## src/rtl/avcsr_pkg.sv

```systemverilog
`timescale 1ns/1ps
package avcsr_pkg;
  localparam logic [63:0] NO_OWNER = 64'hFFFF_0000_0000_0000;
  localparam logic [1:0] OP_RD = 2'd0;
  localparam logic [1:0] OP_WR = 2'd1;
  localparam logic [1:0] OP_CSWAP = 2'd2;
  localparam int Q_OWN_HI = 0;
  localparam int Q_OWN_LO = 1;
  localparam int Q_NOTIF  = 2;
  localparam int Q_CLKSEL = 3;
  localparam int Q_ENABLE = 4;
  localparam int Q_STATUS = 5;
  localparam int Q_EXT    = 6;
  localparam int SLIP_POS = 16;

  // event word assembly: bit positions fixed by the consumers of the word
  function automatic logic [31:0] ev_word(input logic rx, input logic tx,
      input logic cur_lock, input logic clk_acc, input logic ext_lock);
    logic [31:0] w;
    w = '0;
    w[0] = rx;
    w[1] = tx;
    w[4] = cur_lock;
    w[5] = clk_acc;
    w[6] = ext_lock;
    return w;
  endfunction

  function automatic logic [63:0] cswap_next(input logic [63:0] cur,
      input logic [63:0] cmp, input logic [63:0] swp);
    return (cur == cmp) ? swp : cur;
  endfunction
endpackage

```

## src/rtl/avcsr_owner.sv

```systemverilog
`timescale 1ns/1ps
module avcsr_owner (
  input  logic        clk,
  input  logic        rst_n,
  input  logic        bus_reset,
  input  logic        cs_fire,
  input  logic [63:0] cs_cmp,
  input  logic [63:0] cs_swap,
  output logic [63:0] owner_o
);
  import avcsr_pkg::*;
  always_ff @(posedge clk or negedge rst_n) begin
    if (!rst_n)         owner_o <= NO_OWNER;
    else if (bus_reset) owner_o <= NO_OWNER;
    else if (cs_fire)   owner_o <= cswap_next(owner_o, cs_cmp, cs_swap);
  end
endmodule

```

## src/rtl/avcsr_slip.sv

```systemverilog
`timescale 1ns/1ps
module avcsr_slip #(
  parameter int N = 11
) (
  input  logic         clk,
  input  logic         rst_n,
  input  logic [N-1:0] slip_i,
  input  logic         clr_i,
  output logic [N-1:0] slip_o
);
  always_ff @(posedge clk or negedge rst_n) begin
    if (!rst_n) slip_o <= '0;
    else        slip_o <= slip_i | (clr_i ? '0 : slip_o);
  end
endmodule

```

## src/rtl/avcsr_evt.sv

```systemverilog
`timescale 1ns/1ps
module avcsr_evt #(
  parameter int N = 11
) (
  input  logic         clk,
  input  logic         rst_n,
  input  logic         rx_i,
  input  logic         tx_i,
  input  logic         cur_lock_i,
  input  logic [N-1:0] lock_i,
  input  logic         clk_acc_i,
  input  logic [63:0]  owner_i,
  output logic [31:0]  notif_o,
  output logic         nv_o,
  output logic [63:0]  naddr_o,
  output logic [31:0]  nword_o,
  output logic [31:0]  ev_o
);
  import avcsr_pkg::*;
  logic         cur_q;
  logic [N-1:0] lock_q;

  assign ev_o = ev_word(rx_i, tx_i, cur_lock_i != cur_q, clk_acc_i, lock_i != lock_q);

  always_ff @(posedge clk or negedge rst_n) begin
    if (!rst_n) begin
      cur_q   <= 1'b0;
      lock_q  <= '0;
      notif_o <= '0;
      nv_o    <= 1'b0;
      naddr_o <= NO_OWNER;
      nword_o <= '0;
    end else begin
      cur_q  <= cur_lock_i;
      lock_q <= lock_i;
      nv_o   <= (ev_o != '0) && (owner_i != NO_OWNER);
      if (ev_o != '0) begin
        notif_o <= ev_o;
        naddr_o <= owner_i;
        nword_o <= ev_o;
      end
    end
  end
endmodule

```

## src/rtl/avcsr_top.sv

```systemverilog
`timescale 1ns/1ps
module avcsr_top #(
  parameter int NSRC = 11,
  parameter int AW   = 3
) (
  input  logic            clk,
  input  logic            rst_n,
  input  logic            bus_reset,
  input  logic            req_valid,
  input  logic [1:0]      req_op,
  input  logic [AW-1:0]   req_addr,
  input  logic [31:0]     req_wdata,
  input  logic [63:0]     req_cmp,
  input  logic [63:0]     req_swap,
  output logic            rsp_valid,
  output logic [31:0]     rsp_rdata,
  output logic [63:0]     rsp_old,
  input  logic            rx_cfg_chg,
  input  logic            tx_cfg_chg,
  input  logic            src_locked,
  input  logic [7:0]      nominal_rate,
  input  logic [NSRC-1:0] lock_vec,
  input  logic [NSRC-1:0] slip_vec,
  output logic [7:0]      clk_src,
  output logic [7:0]      clk_rate,
  output logic            stream_en,
  output logic            notify_valid,
  output logic [63:0]     notify_addr,
  output logic [31:0]     notify_word
);
  import avcsr_pkg::*;

  logic            is_rd, is_wr, is_cs;
  logic            wr_clksel, wr_enable, rd_ext, cs_fire;
  logic [63:0]     owner_q;
  logic [NSRC-1:0] slip_q;
  logic [31:0]     notif_q, ev_now, rd_mux, ext_word;

  assign is_rd     = req_valid && (req_op == OP_RD);
  assign is_wr     = req_valid && (req_op == OP_WR);
  assign is_cs     = req_valid && (req_op == OP_CSWAP);
  assign wr_clksel = is_wr && (req_addr == AW'(Q_CLKSEL));
  assign wr_enable = is_wr && (req_addr == AW'(Q_ENABLE));
  assign rd_ext    = is_rd && (req_addr == AW'(Q_EXT));
  assign cs_fire   = is_cs && (req_addr == AW'(Q_OWN_HI));

  avcsr_owner u_owner (
    .clk(clk), .rst_n(rst_n), .bus_reset(bus_reset), .cs_fire(cs_fire),
    .cs_cmp(req_cmp), .cs_swap(req_swap), .owner_o(owner_q)
  );

  avcsr_slip #(.N(NSRC)) u_slip (
    .clk(clk), .rst_n(rst_n), .slip_i(slip_vec), .clr_i(rd_ext), .slip_o(slip_q)
  );

  avcsr_evt #(.N(NSRC)) u_evt (
    .clk(clk), .rst_n(rst_n), .rx_i(rx_cfg_chg), .tx_i(tx_cfg_chg),
    .cur_lock_i(src_locked), .lock_i(lock_vec), .clk_acc_i(wr_clksel),
    .owner_i(owner_q), .notif_o(notif_q), .nv_o(notify_valid),
    .naddr_o(notify_addr), .nword_o(notify_word), .ev_o(ev_now)
  );

  always_comb begin
    ext_word = '0;
    ext_word[NSRC-1:0] = lock_vec;
    ext_word[SLIP_POS +: NSRC] = slip_q;
  end

  always_comb begin
    case (req_addr)
      AW'(Q_OWN_HI): rd_mux = owner_q[63:32];
      AW'(Q_OWN_LO): rd_mux = owner_q[31:0];
      AW'(Q_NOTIF):  rd_mux = notif_q;
      AW'(Q_CLKSEL): rd_mux = {16'h0, clk_rate, clk_src};
      AW'(Q_ENABLE): rd_mux = {31'h0, stream_en};
      AW'(Q_STATUS): rd_mux = {16'h0, nominal_rate, 7'h0, src_locked};
      AW'(Q_EXT):    rd_mux = ext_word;
      default:       rd_mux = '0;
    endcase
  end

  always_ff @(posedge clk or negedge rst_n) begin
    if (!rst_n) begin
      clk_src   <= 8'd12;
      clk_rate  <= 8'd2;
      stream_en <= 1'b0;
      rsp_valid <= 1'b0;
      rsp_rdata <= '0;
      rsp_old   <= '0;
    end else begin
      if (wr_clksel) begin
        clk_src  <= req_wdata[7:0];
        clk_rate <= req_wdata[15:8];
      end
      if (bus_reset)      stream_en <= 1'b0;
      else if (wr_enable) stream_en <= (req_wdata != '0);
      rsp_valid <= req_valid;
      rsp_rdata <= is_rd ? rd_mux : '0;
      rsp_old   <= cs_fire ? owner_q : '0;
    end
  end
endmodule

```

## config.mk

```make
export PLATFORM = sky130hd
export DESIGN_NAME = avcsr_top
export DESIGN_NICKNAME = d
export VERILOG_FILES = /design/src/rtl/avcsr_pkg.sv /design/src/rtl/avcsr_owner.sv /design/src/rtl/avcsr_slip.sv /design/src/rtl/avcsr_evt.sv /design/src/rtl/avcsr_top.sv
export SDC_FILE = /design/constraint.sdc
export NUM_CORES = 1
export LEC_CHECK = 0
export ABC_CLOCK_PERIOD_IN_PS = 2400
export BUFFER_PORTS_ARGS = -buffer_cell sky130_fd_sc_hd__buf_2
export CORE_MARGIN = 5
export CORE_UTILIZATION = 45
export DETAILED_ROUTE_END_ITERATION = 6
export PLACE_DENSITY = 0.73
export SYNTH_ARGS = -nofsm -noshare
export SYNTH_HDL_FRONTEND = slang
export SYNTH_SLANG_ARGS = --single-unit
export TNS_END_PERCENT = 20
```

## constraint.sdc

```tcl
create_clock -name clk -period 2.4 [get_ports clk]
set_input_delay 0.6 -clock clk [delete_from_list [all_inputs] [get_ports clk]]
set_output_delay 0.6 -clock clk [all_outputs]
set_load 0.1 [all_outputs]
```

# Yosys cells after proc, flatten, opt, wreduce, memory -nomap -nowiden
# Cells that the tools add are included.
[op_classes]
n_reduce_logical = 16
n_eq_ne = 12
mux = 9
n_bitwise = 1
[ops]
columns = ["op", "count"]
rows = [
  ["$mux W64", 4],
  ["$pmux W32 S7", 1],
  ["$eq A64 B64 Y1", 1],
  ["$ne A64 B64 Y1 const B", 1],
  ["$reduce_bool A32 Y1", 2],
  ["$mux W32", 1],
  ["$mux W11", 1],
  ["$ne A11 B11 Y1", 1],
  ["$or A11 B11 Y11", 1],
  ["$eq A3 B3 Y1 const B", 3],
  ["$logic_and A1 B1 Y1", 8],
  ["$eq A3 B2 Y1 const B", 2],
  ["$reduce_bool A2 Y1", 3],
  ["$eq A3 B1 Y1 const B", 1],
  ["$logic_not A3 Y1", 1],
  ["$eq A2 B1 Y1 const B", 1],
  ["$eq A2 B2 Y1 const B", 1],
  ["$logic_not A2 Y1", 1],
  ["$mux W1", 2],
  ["$reduce_and A2 Y1", 1],
  ["$ne A1 B1 Y1", 1],
]
[word_totals]
register_bits = 271
elab_cells = 51
in_bits = 202
out_inout_bits = 211

# Depth between registers and ports, before layout
[depth]
word_depth = 5
depth_mapped = 8
depth_no_buf = 6

# By module
# Synthesis repeated with hierarchy kept, for this count alone.
[hier_totals]
hier_cells = 1139
hier_area_um2 = 12901.1
[modules_own_cells]
columns = ["module", "area_per_inst_um2", "instances", "seq_area_each_um2", "cells_per_inst"]
rows = [
  ["avcsr_top", 5113.7, 1, 2856.5, 429],
  ["avcsr_evt", 3883.7, 1, 2072.0, 289],
  ["avcsr_owner", 3529.6, 1, 1621.6, 397],
  ["avcsr_slip", 374.1, 1, 275.3, 24],
]

# Least setup slack after synthesis
# OpenSTA, ideal clock, no wires.
[synth_timing]
path_kind = "input to register"
start = "input port req_addr[0]"
end = "register u_evt.naddr_o[58]"
setup_time_ns = 0.085
arrival_time_ns = 2.167
path_buffers = 3
required_time_ns = 2.315
cell_stages = 8
path_slack_ns = 0.148
path_cell_list = "buf_4 > nand2_2 > nor3_4 > or4_4 > nor2_4 > buf_4 > buf_6 > mux2_1"
[synth_between]
elab_chain_len = 3
[synth_lines]
columns = ["item", "line", "rtl"]
rows = [
  ["from (decl)", "avcsr_top.sv:11", "input logic [AW-1:0] req_addr,"],
  ["$eq A3 B2 Y1", "avcsr_top.sv:42", "assign wr_clksel = is_wr && (req_addr == AW'(Q_CLKSEL));"],
  ["$logic_and A1 B1 Y1", "avcsr_top.sv:42", ""],
  ["$reduce_bool A32 Y1", "avcsr_evt.sv:37", "if (ev_o != '0) begin"],
  ["to (signal assigned)", "avcsr_evt.sv:39", "naddr_o <= owner_i;"],
  ["to (decl)", "avcsr_evt.sv:15", "output logic [63:0] naddr_o,"],
]
# Every way passes these cells.
# A chain may end at the register's enable or synchronous reset.

# Final worst setup path
[layout_timing]
start = "register u_owner.owner_o[57]"
end = "register u_owner.owner_o[46]"
[layout_between]
elab_chain_len = 3
[layout_lines]
columns = ["item", "line", "rtl"]
rows = [
  ["from (decl)", "avcsr_owner.sv:9", "output logic [63:0] owner_o"],
  ["from (signal assigned)", "avcsr_owner.sv:15", "else if (cs_fire) owner_o <= cswap_next(owner_o, cs_cmp, cs_swap);"],
  ["$eq A64 B64 Y1", "avcsr_pkg.sv:31", "return (cur == cmp) ? swp : cur;"],
  ["$reduce_bool A2 Y1 (no source line)", "--", ""],
  ["$reduce_and A2 Y1 (no source line)", "--", ""],
]
# Every way passes these cells.

==> impl_metrics.py <==
metrics = {
    "power": {
        "report.power.total_uw": 11000,
        "p_leak_uw": 0.00781,
        "vdd.ir_drop.worst_mv": 0.725,
        "powerDensity_mw_per_mm2": 702,
    },
    "global_route": {
        "grt_pass1_wl_um": 64500,
        "grt_max_degree": 68,
        "grt_usage_pct": 29.0,
        "first_global_vias": 10400,
        "grt-ovfl-total": 0,
        "antenna_found_initial": 16,
    },
    "sta": {
        "period_minus_slack_ns": 2.26,
        "timing.final.hold_violations": 0,
        "max_slew.worst_pin.slew_ns": 0.638,
        "maxClockFrequency_mhz": 442,
        "rsz0062_at_grt": "no",
        "timing.final.setup_violations": 0,
        "finalCritPeriodShare_pct": 94.3,
        "finClkSkew_ns": 0.0202,
        "final-max-slew-violation-count": 0,
        "slew-limit-headroom_pct": 57.4,
    },
    "synthesis": {
        "post-synth-top-count-cell": "sky130_fd_sc_hd__dfrtp_1",
        "synth_cells": 1009,
        "synthesized_area_fraction_occupied_by_adder_cells_pct": 0,
        "synth-edff-count": 0,
        "synth.distinct_cells": 46,
        "synthMuxAreaShare_pct": 10.9,
        "synth_compound_area_share_pct": 8.41,
        "synth.top_cells.by_count": "sky130_fd_sc_hd__dfrtp_1, sky130_fd_sc_hd__nand3_1, sky130_fd_sc_hd__and2_1",
        "synth-main-ff-cell": "sky130_fd_sc_hd__dfrtp_1",
        "ys_seq_elements": 271,
        "synth_sequential_area_ratio_pct": 57.5,
        "synth_simple_gate_area_share_pct": 13.3,
        "synthesis.yosys.warnings": 0,
        "async_reset_ff_share_pct": 100,
        "yosysTopAreaCellShare_pct": 49.7,
        "syn_avg_cell_area_um2": 11.8,
        "synth_top_family_by_area": "simple AND/OR/NAND/NOR gates",
        "synth_area_mm2": 0.0119,
        "post_synth_main_area_contributors": "sky130_fd_sc_hd__dfrtp_1, sky130_fd_sc_hd__dfstp_2, sky130_fd_sc_hd__mux2_1",
        "post_synth_xor_area_fraction_pct": 5.60,
        "synth.largest_area_cell": "sky130_fd_sc_hd__dfrtp_1",
    },
    "detailed_routing": {
        "drt-wirelength-per-cell_um": 24.5,
        "wl_um": 44400,
        "drt_first_iter_violations": 961,
        "detailedRoute.firstPassIterationCount": 6,
        "drt.antenna.violating_nets": 0,
        "avgViaCountPerCell": 5.57,
        "drc": 0,
        "dr_total_vias": 10100,
    },
    "clocking": {
        "insertion_delay_ns": 0.56,
        "clock_sink_count": 271,
        "cts_max_path_buffers": 3,
        "cts_buffers": 30,
        "cts_max_level": 1,
        "post_cts.repair.setup_buffers": 0,
        "clk_transition_reported_paths_ns": 0.06,
        "cts_root_buffer": "sky130_fd_sc_hd__clkbuf_16",
        "tritoncts_clock_tree": "yes",
    },
    "worst_hold_path": {
        "worst_hold_path_class": "input pin to flip-flop",
        "hold_path_startpoint": "lock_vec[4]",
    },
    "final_layout": {
        "flow.area_growth_from_synthesis_pct": 32.3,
        "fraction_of_final_layout_cells_with_drive_strength_greater_than_1_pct": 41.3,
        "finish.utilization_pct": 60.3,
        "finish.net_count": 1646,
        "final_area_mm2": 0.0157,
    },
    "critical_path": {
        "worstSetupEndpointType": "flip-flop",
        "beginning_of_the_critical_path": "u_owner.owner_o[57]$_DFFE_PN1P_",
        "critPathArrivalTime_ns": 2.74,
        "cp.required_ns": 2.87,
        "highest_fanout_seen_on_the_critical_path": 32,
        "setup.worst_path.start_class": "flip-flop",
        "path_class": "flip-flop to flip-flop",
        "reg_to_reg_start": "u_owner.owner_o[57]$_DFFE_PN1P_",
    },
    "die": {
        "pin_count": 413,
        "initial_utilization_pct": 45.6,
        "height_of_the_chip_um": 172,
        "cell_rows": 59,
        "die_area_mm2": 0.0297,
        "chipWidth_um": 172,
        "core_region_area_mm2": 0.0261,
    },
    "placement": {
        "dp_hpwl_um": 33100,
        "gp_routability_congestion": 0.914,
        "placed_area_mm2": 0.0146,
        "buffer_ports.inserted": 385,
    },
    "run": {
        "cap_viol_max_count": 0,
    },
    "status": {
        "status": "finished, final reports clean",
    },
}
==> path summary, 6_finish.rpt <==
path                       slack [ns]                         endpoint  cells past startpoint
setup reg to reg                 0.14  u_owner.owner_o[46]$_DFFE_PN0P_                      8
setup / recovery                 0.14  u_owner.owner_o[46]$_DFFE_PN0P_                      8
max in group asynchronous        1.04          clk_rate[1]$_DFFE_PN1P_                      3
hold / removal                   0.20        u_evt.lock_q[4]$_DFF_PN0_                      1
min in group asynchronous        0.59           rsp_rdata[5]$_DFF_PN0_                      2
hold reg to reg                  0.48       u_slip.slip_o[4]$_DFF_PN0_                      1
==> flip-flops by register name (all words and copies together), names as in the netlist <==
signal and count:
u_evt.cur_q 1, clk_src 8, u_owner.owner_o 64, u_slip.slip_o 11, rsp_rdata 32, u_evt.lock_q 11, rsp_old 64, u_evt.naddr_o 64
rsp_valid 1, clk_rate 8, stream_en 1, u_evt.nv_o 1, u_evt.notif_o 5
==> cells by family after synthesis <==
| group | after synthesis |
|---|---|
| compound gates | 175 |
| simple gates | 281 |
| buf+inv | 91 |
| flops | 271 |
| other cells | 1 |
| xor+xnor | 76 |
| mux | 114 |
==> area by class of cell <==
class,count,area [µm²]
Fill cell,2199,10400
Sequential cell,271,6830
Multi-Input combinational cell,673,4670
Timing Repair Buffer,465,2680
Clock buffer,46,942
Tap cell,335,419
Clock inverter,10,135
Antenna cell,9,22.5
Inverter,3,11.3
==> repair_timing <==
action / in CTS / in global routing
hold endpoints to repair: 47 / 0
resized for setup: 0 / 2
endpoints found under the setup margin: 0 / 15
hold buffers: 1 / 0
==> report_power, final <==
group	internal, µW	total, µW	leakage (µW)	switching (µW)
sequential	4660	4730	0.00355	68.2
clock	3010	4890	0.000521	1880
combinational	339	1410	0.00374	1070
==> per-stage QoR <==
step | setup slack, ns | hold slack [ns] | TNS [ns] | cells
2_1_floorplan | 0.148 | 0.304 | 0 | 1035
6_report | 0.137 | 0.203 | 0 | 1812
4_1_cts | 0.0978 | 0.175 | 0 | 1803
3_5_place_dp | -0.114 | 0.466 | -3.37 | 1746
3_3_place_gp | -0.0623 | 0.460 | -1.59 | 1746
5_1_grt | 0.00399 | 0.184 | 0 | 1812
==> placed cells by master, fill, tap and decap left out, types with 15 or more instances in the layout <==
master                      count
sky130_fd_sc_hd__nor2_1        47
sky130_fd_sc_hd__and2_1        67
sky130_fd_sc_hd__dfstp_2       35
sky130_fd_sc_hd__xor2_1        28
sky130_fd_sc_hd__conb_1        27
sky130_fd_sc_hd__a21oi_1       58
sky130_fd_sc_hd__buf_2        384
sky130_fd_sc_hd__nor4_1        23
sky130_fd_sc_hd__buf_4         68
sky130_fd_sc_hd__xnor2_1       48
sky130_fd_sc_hd__clkbuf_16     31
sky130_fd_sc_hd__o21ai_1       64
sky130_fd_sc_hd__a21o_1        15
sky130_fd_sc_hd__nand3_1       88
sky130_fd_sc_hd__mux2_2        38
sky130_fd_sc_hd__mux2_1        64
sky130_fd_sc_hd__nand4_1       21
sky130_fd_sc_hd__dfrtp_1      236
sky130_fd_sc_hd__a22oi_1       25
==> worst max-delay path, cell delays in order (launching register included) <==
cell and delay (ns):
sky130_fd_sc_hd__dfstp_2 0.63, sky130_fd_sc_hd__xnor2_1 0.17, sky130_fd_sc_hd__nand4_1 0.16, sky130_fd_sc_hd__nor4_2 0.32, sky130_fd_sc_hd__buf_4 0.16, sky130_fd_sc_hd__and3_2 0.24, sky130_fd_sc_hd__buf_12 0.21, sky130_fd_sc_hd__nand3_1 0.10
sky130_fd_sc_hd__a21oi_1 0.18
==> metal layers <==
metal | global-route usage (%) | vias up | routed length, µm
met3 | 6.72 | 118 | 4040
met5 | 0 | - | 80
met4 | 11.5 | 12 | 1900
met1 | 37.4 | 5038 | 17200
met2 | 47.7 | 538 | 21200
li1 | - | 4393 | -
(Power assumes the default switching activity.)
